===== config.mk =====
export PLATFORM = sky130hd
export DESIGN_NAME = gpio_ovr_port
export DESIGN_NICKNAME = d
export VERILOG_FILES = /design/src/rtl/gpio_ovr_pkg.sv /design/src/rtl/gpio_ovr_sync.sv /design/src/rtl/gpio_ovr_regs.sv /design/src/rtl/gpio_ovr_pinmux.sv /design/src/rtl/gpio_ovr_port.sv
export SDC_FILE = /design/constraint.sdc
export NUM_CORES = 1
export LEC_CHECK = 0
export CORE_MARGIN = 3
export CORE_UTILIZATION = 45
export CTS_CLUSTER_SIZE = 14
export DETAILED_ROUTE_END_ITERATION = 7
export DONT_BUFFER_PORTS = 1
export SLEW_MARGIN = 10
export SYNTH_ARGS = -nofsm -noshare
export SYNTH_HDL_FRONTEND = slang
export SYNTH_HIERARCHICAL = 1
export SYNTH_SLANG_ARGS = --single-unit

===== constraint.sdc =====
create_clock -name clk -period 1.1 [get_ports clk]
set_input_delay 0.33 -clock clk [delete_from_list [all_inputs] [get_ports clk]]
set_output_delay 0.33 -clock clk [all_outputs]
set_load 0.02 [all_outputs]

===== src/rtl/gpio_ovr_pkg.sv =====
package gpio_ovr_pkg;
  // Per-pin override kinds (2-bit code per pin in the kind vector)
  localparam logic [1:0] KIND_OUT  = 2'd0;
  localparam logic [1:0] KIND_IN   = 2'd1;
  localparam logic [1:0] KIND_MODE = 2'd2;
  localparam logic [1:0] KIND_NONE = 2'd3;

  // Register offsets
  localparam int OFS_DATA = 0;
  localparam int OFS_IN   = 1;
  localparam int OFS_DIR  = 2;
endpackage


===== src/rtl/gpio_ovr_sync.sv =====
module gpio_ovr_sync #(
  parameter int W = 8
) (
  input  logic         clk,
  input  logic         rst,
  input  logic [W-1:0] d,
  output logic [W-1:0] q
);
  logic [W-1:0] meta_q;
  logic [W-1:0] sync_q;

  always_ff @(posedge clk) begin
    if (rst) begin
      meta_q <= '0;
      sync_q <= '0;
    end else begin
      meta_q <= d;
      sync_q <= meta_q;
    end
  end

  assign q = sync_q;
endmodule


===== src/rtl/gpio_ovr_regs.sv =====
module gpio_ovr_regs
  import gpio_ovr_pkg::*;
#(
  parameter int W      = 8,
  parameter int ADDR_W = 2
) (
  input  logic              clk,
  input  logic              rst,
  input  logic [ADDR_W-1:0] addr,
  input  logic              wr,
  input  logic [W-1:0]      wdata,
  output logic [W-1:0]      data_q,
  output logic [W-1:0]      dir_q
);
  localparam logic [ADDR_W-1:0] A_DATA = ADDR_W'(OFS_DATA);
  localparam logic [ADDR_W-1:0] A_DIR  = ADDR_W'(OFS_DIR);

  always_ff @(posedge clk) begin
    if (rst) begin
      data_q <= '0;
      dir_q  <= '0;
    end else if (wr) begin
      if (addr == A_DATA) data_q <= wdata;
      if (addr == A_DIR)  dir_q  <= wdata;
    end
  end
endmodule


===== src/rtl/gpio_ovr_pinmux.sv =====
module gpio_ovr_pinmux
  import gpio_ovr_pkg::*;
#(
  parameter int               W        = 8,
  parameter logic [2*W-1:0]   OVR_KIND = '1
) (
  input  logic         clk,
  input  logic         rst,
  input  logic [W-1:0] dir_q,
  input  logic [W-1:0] data_q,
  input  logic [W-1:0] per_en,
  input  logic [W-1:0] per_dir,
  input  logic [W-1:0] per_out,
  output logic [W-1:0] pad_oe,
  output logic [W-1:0] pad_out
);
  logic [W-1:0] oe_d;
  logic [W-1:0] out_d;

  for (genvar i = 0; i < W; i++) begin : g_pin
    localparam logic [1:0] KIND = OVR_KIND[2*i +: 2];
    if (KIND == KIND_NONE) begin : g_none
      assign oe_d[i]  = dir_q[i];
      assign out_d[i] = data_q[i];
    end else begin : g_ovr
      logic forced;
      if (KIND == KIND_OUT) begin : g_out
        assign forced = 1'b1;
      end else if (KIND == KIND_IN) begin : g_in
        assign forced = 1'b0;
      end else begin : g_mode
        assign forced = per_dir[i];
      end
      assign oe_d[i]  = per_en[i] ? forced     : dir_q[i];
      assign out_d[i] = per_en[i] ? per_out[i] : data_q[i];
    end
  end

  always_ff @(posedge clk) begin
    if (rst) begin
      pad_oe  <= '0;
      pad_out <= '0;
    end else begin
      pad_oe  <= oe_d;
      pad_out <= out_d;
    end
  end
endmodule


===== src/rtl/gpio_ovr_port.sv =====
module gpio_ovr_port
  import gpio_ovr_pkg::*;
#(
  parameter int             W        = 8,
  parameter int             ADDR_W   = 2,
  parameter logic [2*W-1:0] OVR_KIND = 16'h1844
) (
  input  logic              clk,
  input  logic              rst,
  input  logic [ADDR_W-1:0] reg_addr,
  input  logic              reg_wr,
  input  logic [W-1:0]      reg_wdata,
  output logic [W-1:0]      reg_rdata,
  input  logic [W-1:0]      per_en,
  input  logic [W-1:0]      per_dir,
  input  logic [W-1:0]      per_out,
  input  logic [W-1:0]      pad_in,
  output logic [W-1:0]      pad_oe,
  output logic [W-1:0]      pad_out
);
  localparam logic [ADDR_W-1:0] A_DATA = ADDR_W'(OFS_DATA);
  localparam logic [ADDR_W-1:0] A_IN   = ADDR_W'(OFS_IN);
  localparam logic [ADDR_W-1:0] A_DIR  = ADDR_W'(OFS_DIR);

  logic [W-1:0] data_q;
  logic [W-1:0] dir_q;
  logic [W-1:0] pin_q;

  gpio_ovr_regs #(.W(W), .ADDR_W(ADDR_W)) u_regs (
    .clk(clk), .rst(rst), .addr(reg_addr), .wr(reg_wr), .wdata(reg_wdata),
    .data_q(data_q), .dir_q(dir_q)
  );

  gpio_ovr_sync #(.W(W)) u_sync (
    .clk(clk), .rst(rst), .d(pad_in), .q(pin_q)
  );

  gpio_ovr_pinmux #(.W(W), .OVR_KIND(OVR_KIND)) u_mux (
    .clk(clk), .rst(rst), .dir_q(dir_q), .data_q(data_q),
    .per_en(per_en), .per_dir(per_dir), .per_out(per_out),
    .pad_oe(pad_oe), .pad_out(pad_out)
  );

  always_ff @(posedge clk) begin
    if (rst) begin
      reg_rdata <= '0;
    end else begin
      case (reg_addr)
        A_DATA:  reg_rdata <= data_q;
        A_IN:    reg_rdata <= pin_q;
        A_DIR:   reg_rdata <= dir_q;
        default: reg_rdata <= '0;
      endcase
    end
  end
endmodule


==> qor.csv, run 1 <==
metric,value,unit
static leakage,0.866,nW
Diodes inserted,0,
nets,230,
cell area after placement,2080,um^2
Max-cap violations,0,
post-synthesis mux area share,12.0,%
# IOs,69,
layout cells sized above 1,23.1,%
Fin Hold WS,0.0748,ns
fillcell total,412,
register area,1140,um^2
maximum number of pins on one net before global-route repair,65,
Worst-Skew Late Latency,0.30,ns
Core Box Area,4410,um^2
Num CTS Buffers,5,
chip height,74.2,um
syn avg cell area,11.1,um^2
design area,2190,um^2
main combinational cell family by area after synthesis,simple AND/OR/NAND/NOR gates,
Starting Density,47.4,%
GPL Wtd Cong,0.738,
PwrDens,1590,nW/um^2
via/cell ratio,5.19,
Setup Viol. Count Final,0,
via count,1236,
final WL,3440,um
Fmax,942,MHz
sequential-to-total area share from yosys stat,53.6,%
WL/cell,14.5,um
root buf cell,clkbuf_8,
post-DP HPWL,2380,um
P&R area growth vs syn,4.85,%
Hold Fails Final Rpt,0,
peak fanout along the critical path,1,
kind of end point of the critical path,output port,
die area,5500,um^2
Hold Path Class,input pin to flip-flop,
first-pass GRT wire length,5510,um
Synth Area in Compound Gates,5.75,%
Synth Register Bits,56,
"antenna viol nets, final",0,
Num Clock Sinks,56,
Slew Limit Headroom,78.1,%
Critical Path Start,u_mux/pad_out[3]$_SDFF_PP0_,
CTS tree,done,
crit path DAT,0.73,ns
Post-Synth XOR/XNOR Area,0,%
status,"complete, no violations",
CTS Hold Bufs,0,
router iterations before antenna repair,4,
H-tree level count,2,
crit path launch type,flip-flop,
mapped cell area,2090,um^2
die width,74.2,um
Setup Crit Path Kind,flip-flop to output port,
fraction of the mapped netlist area in adder cells,0,%
Worst EP required,0.77,ns
number of distinct library cells after synthesis,21,
clock slew at reported path FFs,0.09,ns
Buffers on Ports,0,
Pins Over Slew Limit,0,
hold wc startpoint,rst,
row count,24,
Synth Area in Simple Gates,24.6,%
initial DRC count,40,
gr ovfl total,0,
vias in the first global route,1241,
crit share post-route,96.6,%
DRC Markers,0,
GRT Overall Usage,13.3,%
Multi-input gate area,885,um^2
Mapped Nets,234,
Synth Instances,189,
"buffers from clock root to sink, at most",2,
actual slew at the worst max-slew pin,0.327,ns
Final Critical Period,1.06,ns
"IR drop worst, VDD",0.955,mV
RR Startpoint,u_regs/data_q[7]$_SDFFE_PP0P_,
RSZ-0062 raised after global routing,no,
synth warn,6,
antenna violations before repair,0,
clock skew,0.00322,ns
per-stage QoR:
step	power, mW	setup TNS [ns]	instances	utilization, %	worst slack (ns)
after floorplan	2.45	0	189	-	0.0402
after CTS	3.53	0	238	49.3	0.00204
after global routing	3.67	0	238	49.7	0.00105
after global placement	2.42	-0.00703	230	47.1	-0.00376
final	3.50	0	238	49.7	0.0379
after detailed placement	2.43	-0.00497	230	47.1	-0.00400
worst paths after layout:
check / endpoint / slack (ns) / cells after the start
setup / recovery: pad_out[3] / 0.04 / 0
hold / removal: u_mux/pad_out[5]$_SDFF_PP0_ / 0.07 / 1
setup reg to reg: reg_rdata[7]$_SDFF_PP0_ / 0.14 / 3
hold reg to reg: u_sync/q[4]$_SDFF_PP0_ / 0.45 / 1
metal layers:
metal,up-vias,track usage [%],share of wire [%]
met1,564,15.9,42
met4,0,6.04,2.1
met3,8,5.54,8.7
met2,45,20.8,47
met5,-,0,0
li1,619,-,-
power breakdown:
part	leakage [nW]	internal, mW	switching, mW
registers	0.466	2.12	0.0878
clock network	0.0510	0.504	0.613
logic	0.349	0.109	0.0605
total	0.866	2.73	0.762
area by class of cell:
type	count	share of cell area [%]
sequential	56	52.1
multi-input combinational	121	40.4
clock buffer	6	3.77
tap	52	2.97
clock inverter	2	0.457
timing repair buffer	1	0.342
timing repair:
action / 4_1_cts / 5_1_grt
resized for setup: 3 / 14
buffers inserted: 0 / 0
endpoints found under the setup margin: 3 / 14
cells in the mapped netlist, drive strengths merged:
cell,count,share of area (%)
and3b,1,0.42
nand2b,32,9.6
mux2i,25,12
or3b,1,0.42
buf,8,3.3
and2b,6,2.5
nor3b,4,1.7
a211oi,16,5.7
nand3b,1,0.36
clkbuf,4,0.78
nor2,17,3.4
nor2b,18,6.2
dfxtp,56,54
sequential cells by signal, summed over array words and instances (netlist names):
register and cells:
u_regs/dir_q 8, u_mux/pad_oe 8, reg_rdata 8, u_regs/data_q 8, u_mux/pad_out 8, u_sync/meta_q 8
u_sync/q 8
layout by cell type (no fill, tap or decap), drive strengths merged:
cell	instances
a211oi	16
and2b	6
and3b	1
buf	1
clkbuf	6
clkinv	2
dfxtp	56
mux2i	25
nand2b	32
nand3b	1
nor2	17
nor2b	18
nor3b	4
or3b	1
logic make-up after synthesis:
group / after synthesis
AO/OA/AOI/OAI: 16
buffers and inverters: 12
flip-flops: 56
multiplexers: 25
AND/OR/NAND/NOR: 80
Power figures use the tool's default switching activity.
==> run 2: changes to the inputs <==
CORE_UTILIZATION = 60   (was 45)
PLACE_DENSITY = 0.76   (was default)
SLEW_MARGIN = 15   (was 10)
clock period = 1 ns   (was 1.1 ns; I/O delays follow)
==> run 2 against run 1 <==
Compared with the run above:
- register-to-register slack worse by 0.08 ns
- routed wire length grew 1.9%
- clock power is 9.8% lower
- clock-buffer cell count up 1
- critical path depth is the same
- worst hold slack got worse by 0.098 ns
- critical path type unchanged
- combinational power is 26% higher
- final area up 5.6%
- via count increased by 3.1%
- sequential share of layout area is 0.27 points higher
- sequential power grew 9%
- the flow now finishes with violations (negative hold slack, negative setup slack)
- largest power group unchanged
- highest routed layer unchanged
==> qor.csv, run 2 (same netlist as run 1, synthesis figures left out) <==
metric,value,unit,change
Setup Viol. Count Final,24,,+24
Num Clock Sinks,56,,unchanged
cell area after placement,2070,um^2,-0.48%
Core Box Area,3180,um^2,-28%
register area,1210,um^2,+6.1%
Critical Path Start,u_mux/pad_out[6]$_SDFF_PP0_,,
static leakage,0.909,nW,+4.9%
PwrDens,1570,nW/um^2,-1.8%
Worst-Skew Late Latency,0.36,ns,+0.06 ns
layout cells sized above 1,25.8,%,+2.7 points
Buffers on Ports,0,,unchanged
Fin Hold WS,-0.0231,ns,-0.0979 ns
"commonest non-fill, non-tap cell in the layout",nand2b_1,,
fillcell total,234,,-43%
CTS Hold Bufs,9,,+9
Min-Delay Path Depth,1,,unchanged
Sw Ratio,21.6,%,-0.18 points
nets,239,,+3.9%
Multi-input gate area,885,um^2,unchanged
Hold Path Class,input pin to flip-flop,,
H-tree level count,2,,unchanged
die width,65.0,um,-12%
Max-cap violations,0,,unchanged
R2R Setup Slk,0.06,ns,-0.08 ns
status,finished with violations,,
Net Sw Power,0.783,mW,+2.8%
crit share post-route,106,%,
Hold Fails Final Rpt,10,,+10
Fmax,943,MHz,
DRC Markers,0,,unchanged
chip height,65.0,um,-12%
GRT Overall Usage,17.8,%,+4.5 points
clock skew,0.00332,ns,+0.000102 ns
initial DRC count,96,,+140%
sequential power share,66.1,%,+2.9 points
hold wc startpoint,rst,,
row count,20,,-17%
CTS tree,done,,
actual slew at the worst max-slew pin,0.294,ns,-0.0332 ns
most frequent cells in the layout,"nand2b_1 (32), dfxtp_1 (31), mux2i_1 (25)",,
WP depth,0,,unchanged
peak fanout along the critical path,1,,unchanged
router iterations before antenna repair,4,,unchanged
clock share of power,28.0,%,-4.0 points
maximum number of pins on one net before global-route repair,65,,unchanged
WL/cell,14.7,um,+1.9%
GPL Wtd Cong,0.718,,-2.7%
failing checks,"negative hold slack, negative setup slack",,
reg2reg path depth,3,,unchanged
crit path DAT,0.76,ns,+0.03 ns
RR Startpoint,u_regs/data_q[0]$_SDFFE_PP0P_,,
kind of end point of the critical path,output port,,
antenna violations before repair,0,,unchanged
Worst EP required,0.70,ns,-0.07 ns
Num CTS Buffers,5,,unchanged
"antenna viol nets, final",0,,unchanged
first-pass GRT wire length,5650,um,+2.6%
"worst slack, placed",-0.0632,ns,-0.0592 ns
crit path launch type,flip-flop,,
via/cell ratio,5.35,,+3.1%
Starting Density,65.8,%,+18 points
clock slew at reported path FFs,0.14,ns,+0.05 ns
P&R area growth vs syn,10.7,%,
vias in the first global route,1309,,+5.5%
Slew Limit Headroom,80.4,%,+2.2 points
post-layout util,72.8,%,+23 points
final WL,3510,um,+1.9%
Diodes inserted,0,,unchanged
Design Power,3.63,mW,+3.7%
final setup margin,-0.0600,ns,-0.0979 ns
"buffers from clock root to sink, at most",2,,unchanged
Pins Over Slew Limit,0,,unchanged
via count,1274,,+3.1%
post-DP HPWL,2390,um,+0.49%
die area,4230,um^2,-23%
Setup Crit Path Kind,flip-flop to output port,,
design area,2310,um^2,+5.6%
gr ovfl total,0,,unchanged
part of the power in combinational logic,5.9,%,+1.0 points
"IR drop worst, VDD",0.869,mV,-8.9%
Post-CTS Setup Inserts,0,,unchanged
# IOs,69,,unchanged
Final Critical Period,1.06,ns,
RSZ-0062 raised after global routing,yes,,
root buf cell,clkbuf_4,,
Int Pwr,2.84,mW,+3.9%
-- run 2: final cells by class --
class | count | area share [%]
multi-input combinational | 121 | 38.2
tap | 44 | 2.38
clock buffer | 7 | 2.81
timing repair buffer | 10 | 4.22
sequential | 56 | 52.4
-- run 2: final timing paths --
kind / to
max: pad_out[6]
min: u_mux/pad_out[4]$_SDFF_PP0_
max reg2reg: reg_rdata[0]$_SDFF_PP0_
min reg2reg: reg_rdata[6]$_SDFF_PP0_
-- run 2: stage by stage --
stage	setup TNS [ns]	hold WS, ns	cells
floorplan	-0.111	0.376	189
global route	-2.46	-0.0591	238
global placement	-0.245	0.372	222
detailed placement	-0.247	0.371	222
finish	-1.35	-0.0231	238
CTS	-1.71	-0.0355	238
-- run 2: metal layers --
layer / part of all wire (%) / up-vias / GRT usage, %
li1: - / 633 / -
met1: 37 / 590 / 17.2
met2: 56 / 45 / 34.2
met3: 6.2 / 6 / 6.24
met4: 1.5 / 0 / 6.22
met5: 0 / - / 0
-- run 2: what timing repair did --
item | CTS | global route
endpoints found under the hold margin | 34 | 28
pin swaps | 0 | 0
endpoints found under the setup margin | 24 | 25
gates resized for setup | 48 | 1
-- run 2: power by group through the flow --
stage	combinational (mW)	sequential, mW	clock [mW]
3_5_place_dp	0.188	2.48	0
3_3_place_gp	0.181	2.48	0
5_1_grt	0.236	2.41	1.15
2_1_floorplan	0.228	2.46	0
6_report	0.214	2.40	1.01
4_1_cts	0.215	2.40	1.04
==> run 3: changes to the inputs <==
REMOVE_ABC_BUFFERS = 1   (was default)
==> run 3 against run 2 <==
Compared with the run above:
- critical path type unchanged
- die area unchanged
- the run still ends with negative hold slack, negative setup slack left
- global-route usage decreased by 1.0 points
- highest routed layer unchanged
- utilization fell by 0.24 points
- register-to-register slack improved by 0.05 ns
- combinational power hardly changed
==> qor.csv, run 3 (same netlist as run 1, synthesis figures left out) <==
metric,value,unit,change
status,finished with violations,,
failing checks,"negative hold slack, negative setup slack",,
vias in the first global route,1228,,-6.2%
Core Box Area,3180,um^2,unchanged
RSZ-0062 raised after global routing,yes,,
"worst slack, placed",-0.0930,ns,-0.0298 ns
cell area after placement,2070,um^2,unchanged
dpl cells,222,,unchanged
WL/cell,14.4,um,-2.1%
Num CTS Buffers,5,,unchanged
CTS Hold Bufs,9,,unchanged
Buffers on Ports,0,,unchanged
final setup margin,-0.0598,ns,+0.000145 ns
initial DRC count,72,,-25%
Setup Crit Path Kind,flip-flop to output port,,
Max-cap violations,0,,unchanged
crit path DAT,0.76,ns,about the same
clock share of power,27.0,%,-1.0 points
clock slew at reported path FFs,0.14,ns,about the same
"IR drop worst, VDD",1.08,mV,+24%
layout cells sized above 1,24.6,%,-1.2 points
Setup Viol. Count Final,24,,unchanged
# IOs,69,,unchanged
router iterations before antenna repair,4,,unchanged
Int Pwr,2.79,mW,-1.8%
Slew Limit Headroom,77.7,%,-2.7 points
design area,2310,um^2,-0.32%
part of the power in combinational logic,5.9,%,about the same
first-pass GRT wire length,5420,um,-4.0%
"buffers from clock root to sink, at most",2,,unchanged
H-tree level count,2,,unchanged
die width,65.0,um,unchanged
Hold Path Class,input pin to flip-flop,,
Worst EP required,0.70,ns,about the same
Design Power,3.57,mW,-1.4%
Sw Ratio,21.9,%,+0.32 points
P&R area growth vs syn,10.4,%,
Diodes inserted,0,,unchanged
chip height,65.0,um,unchanged
final WL,3450,um,-1.7%
final setup TNS,-1.28,ns,+0.0740 ns
via count,1248,,-2.0%
row count,20,,unchanged
actual slew at the worst max-slew pin,0.334,ns,+0.0401 ns
maximum number of pins on one net before global-route repair,65,,unchanged
crit path launch type,flip-flop,,
peak fanout along the critical path,1,,unchanged
via/cell ratio,5.22,,-2.5%
Final Critical Period,1.06,ns,-0.000145 ns
static leakage,0.903,nW,-0.58%
Hold Fails Final Rpt,4,,-6
Num Clock Sinks,56,,unchanged
gr ovfl total,0,,unchanged
DRC Markers,0,,unchanged
sequential power share,67.0,%,+0.9 points
Final Instance Count excl. Fillers,239,,+0.42%
GPL Wtd Cong,0.647,,-9.9%
kind of end point of the critical path,output port,,
GRT Overall Usage,16.7,%,-1.0 points
clock skew,0.00454,ns,+0.00121 ns
most frequent cells in the layout,"nand2b_1 (32), dfxtp_1 (32), mux2i_1 (25)",,
nets,239,,unchanged
PwrDens,1550,nW/um^2,-1.1%
Pins Over Slew Limit,0,,unchanged
post-DP HPWL,2270,um,-4.9%
"antenna viol nets, final",0,,unchanged
die area,4230,um^2,unchanged
CTS tree,done,,
Starting Density,65.8,%,unchanged
Net Sw Power,0.784,mW,about the same
crit share post-route,106,%,about the same
Worst-Skew Late Latency,0.35,ns,about the same
antenna violations before repair,0,,unchanged
Fmax,944,MHz,about the same
root buf cell,clkbuf_4,,
Fin Hold WS,-0.00637,ns,+0.0167 ns
==> run 3: cell types whose count changed in the layout (fill, tap and decap cells not counted) <==
cell	previous run	this run
clkbuf_1	0	2
clkbuf_8	2	1
dfxtp_1	31	32
dfxtp_2	1	0
==> run 3: timing repair <==
action | in CTS | in global routing
cloned | 0 | 0
pin swaps | 0 | 0
hold endpoints to repair | 34 | 28
endpoints found under the setup margin | 24 | 24
resized for setup | 48 | 0
buffers inserted | 0 | 0
==> run 3: stage by stage <==
step           hold slack, ns  util [%]
2_1_floorplan           0.366         -
3_3_place_gp            0.370      65.1
3_5_place_dp            0.373      65.1
4_1_cts               -0.0369      72.6
5_1_grt               -0.0492      72.6
6_report             -0.00637      72.6
==> run 3: power groups by stage <==
stage / logic (mW) / clock network, mW / registers (mW)
2_1_floorplan: 0.165 / 0 / 2.46
3_3_place_gp: 0.176 / 0 / 2.47
3_5_place_dp: 0.186 / 0 / 2.48
4_1_cts: 0.213 / 0.997 / 2.40
5_1_grt: 0.234 / 1.11 / 2.41
6_report: 0.211 / 0.966 / 2.40
==> run 3: final timing paths <==
check | cells past startpoint | slack (ns) | start | end
worst max-delay path | 0 | -0.06 | reg_rdata[6]$_SDFF_PP0_ | reg_rdata[6]
worst min-delay path | 1 | -0.006 | rst | reg_rdata[7]$_SDFF_PP0_
worst max register to register | 3 | 0.11 | u_regs/data_q[5]$_SDFFE_PP0P_ | reg_rdata[5]$_SDFF_PP0_
worst min register to register | 2 | 0.45 | u_sync/q[2]$_SDFF_PP0_ | reg_rdata[2]$_SDFF_PP0_
==> run 3: final cells by class <==
| cell class | count | area [um^2] |
|---|---|---|
| tap | 44 | 55.1 |
| clock buffer | 8 | 58.8 |
| sequential | 56 | 1210 |
| fill | 219 | 871 |
| multi-input combinational | 121 | 885 |
| timing repair buffer | 10 | 97.6 |
==> run 3: worst register-to-register path, delay by kind of cell, from the launching register on <==
family	cells	cell delay, ns
flops	1	0.39
simple gates	1	0.14
compound gates	2	0.28
==> run 3: routing by layer <==
layer | vias up | track usage, % | routed length (um)
met2 | 43 | 29.6 | 1710
met3 | 6 | 5.89 | 270
met5 | - | 0 | 0
met4 | 0 | 6.99 | 44
met1 | 562 | 18.0 | 1430
li1 | 637 | - | -
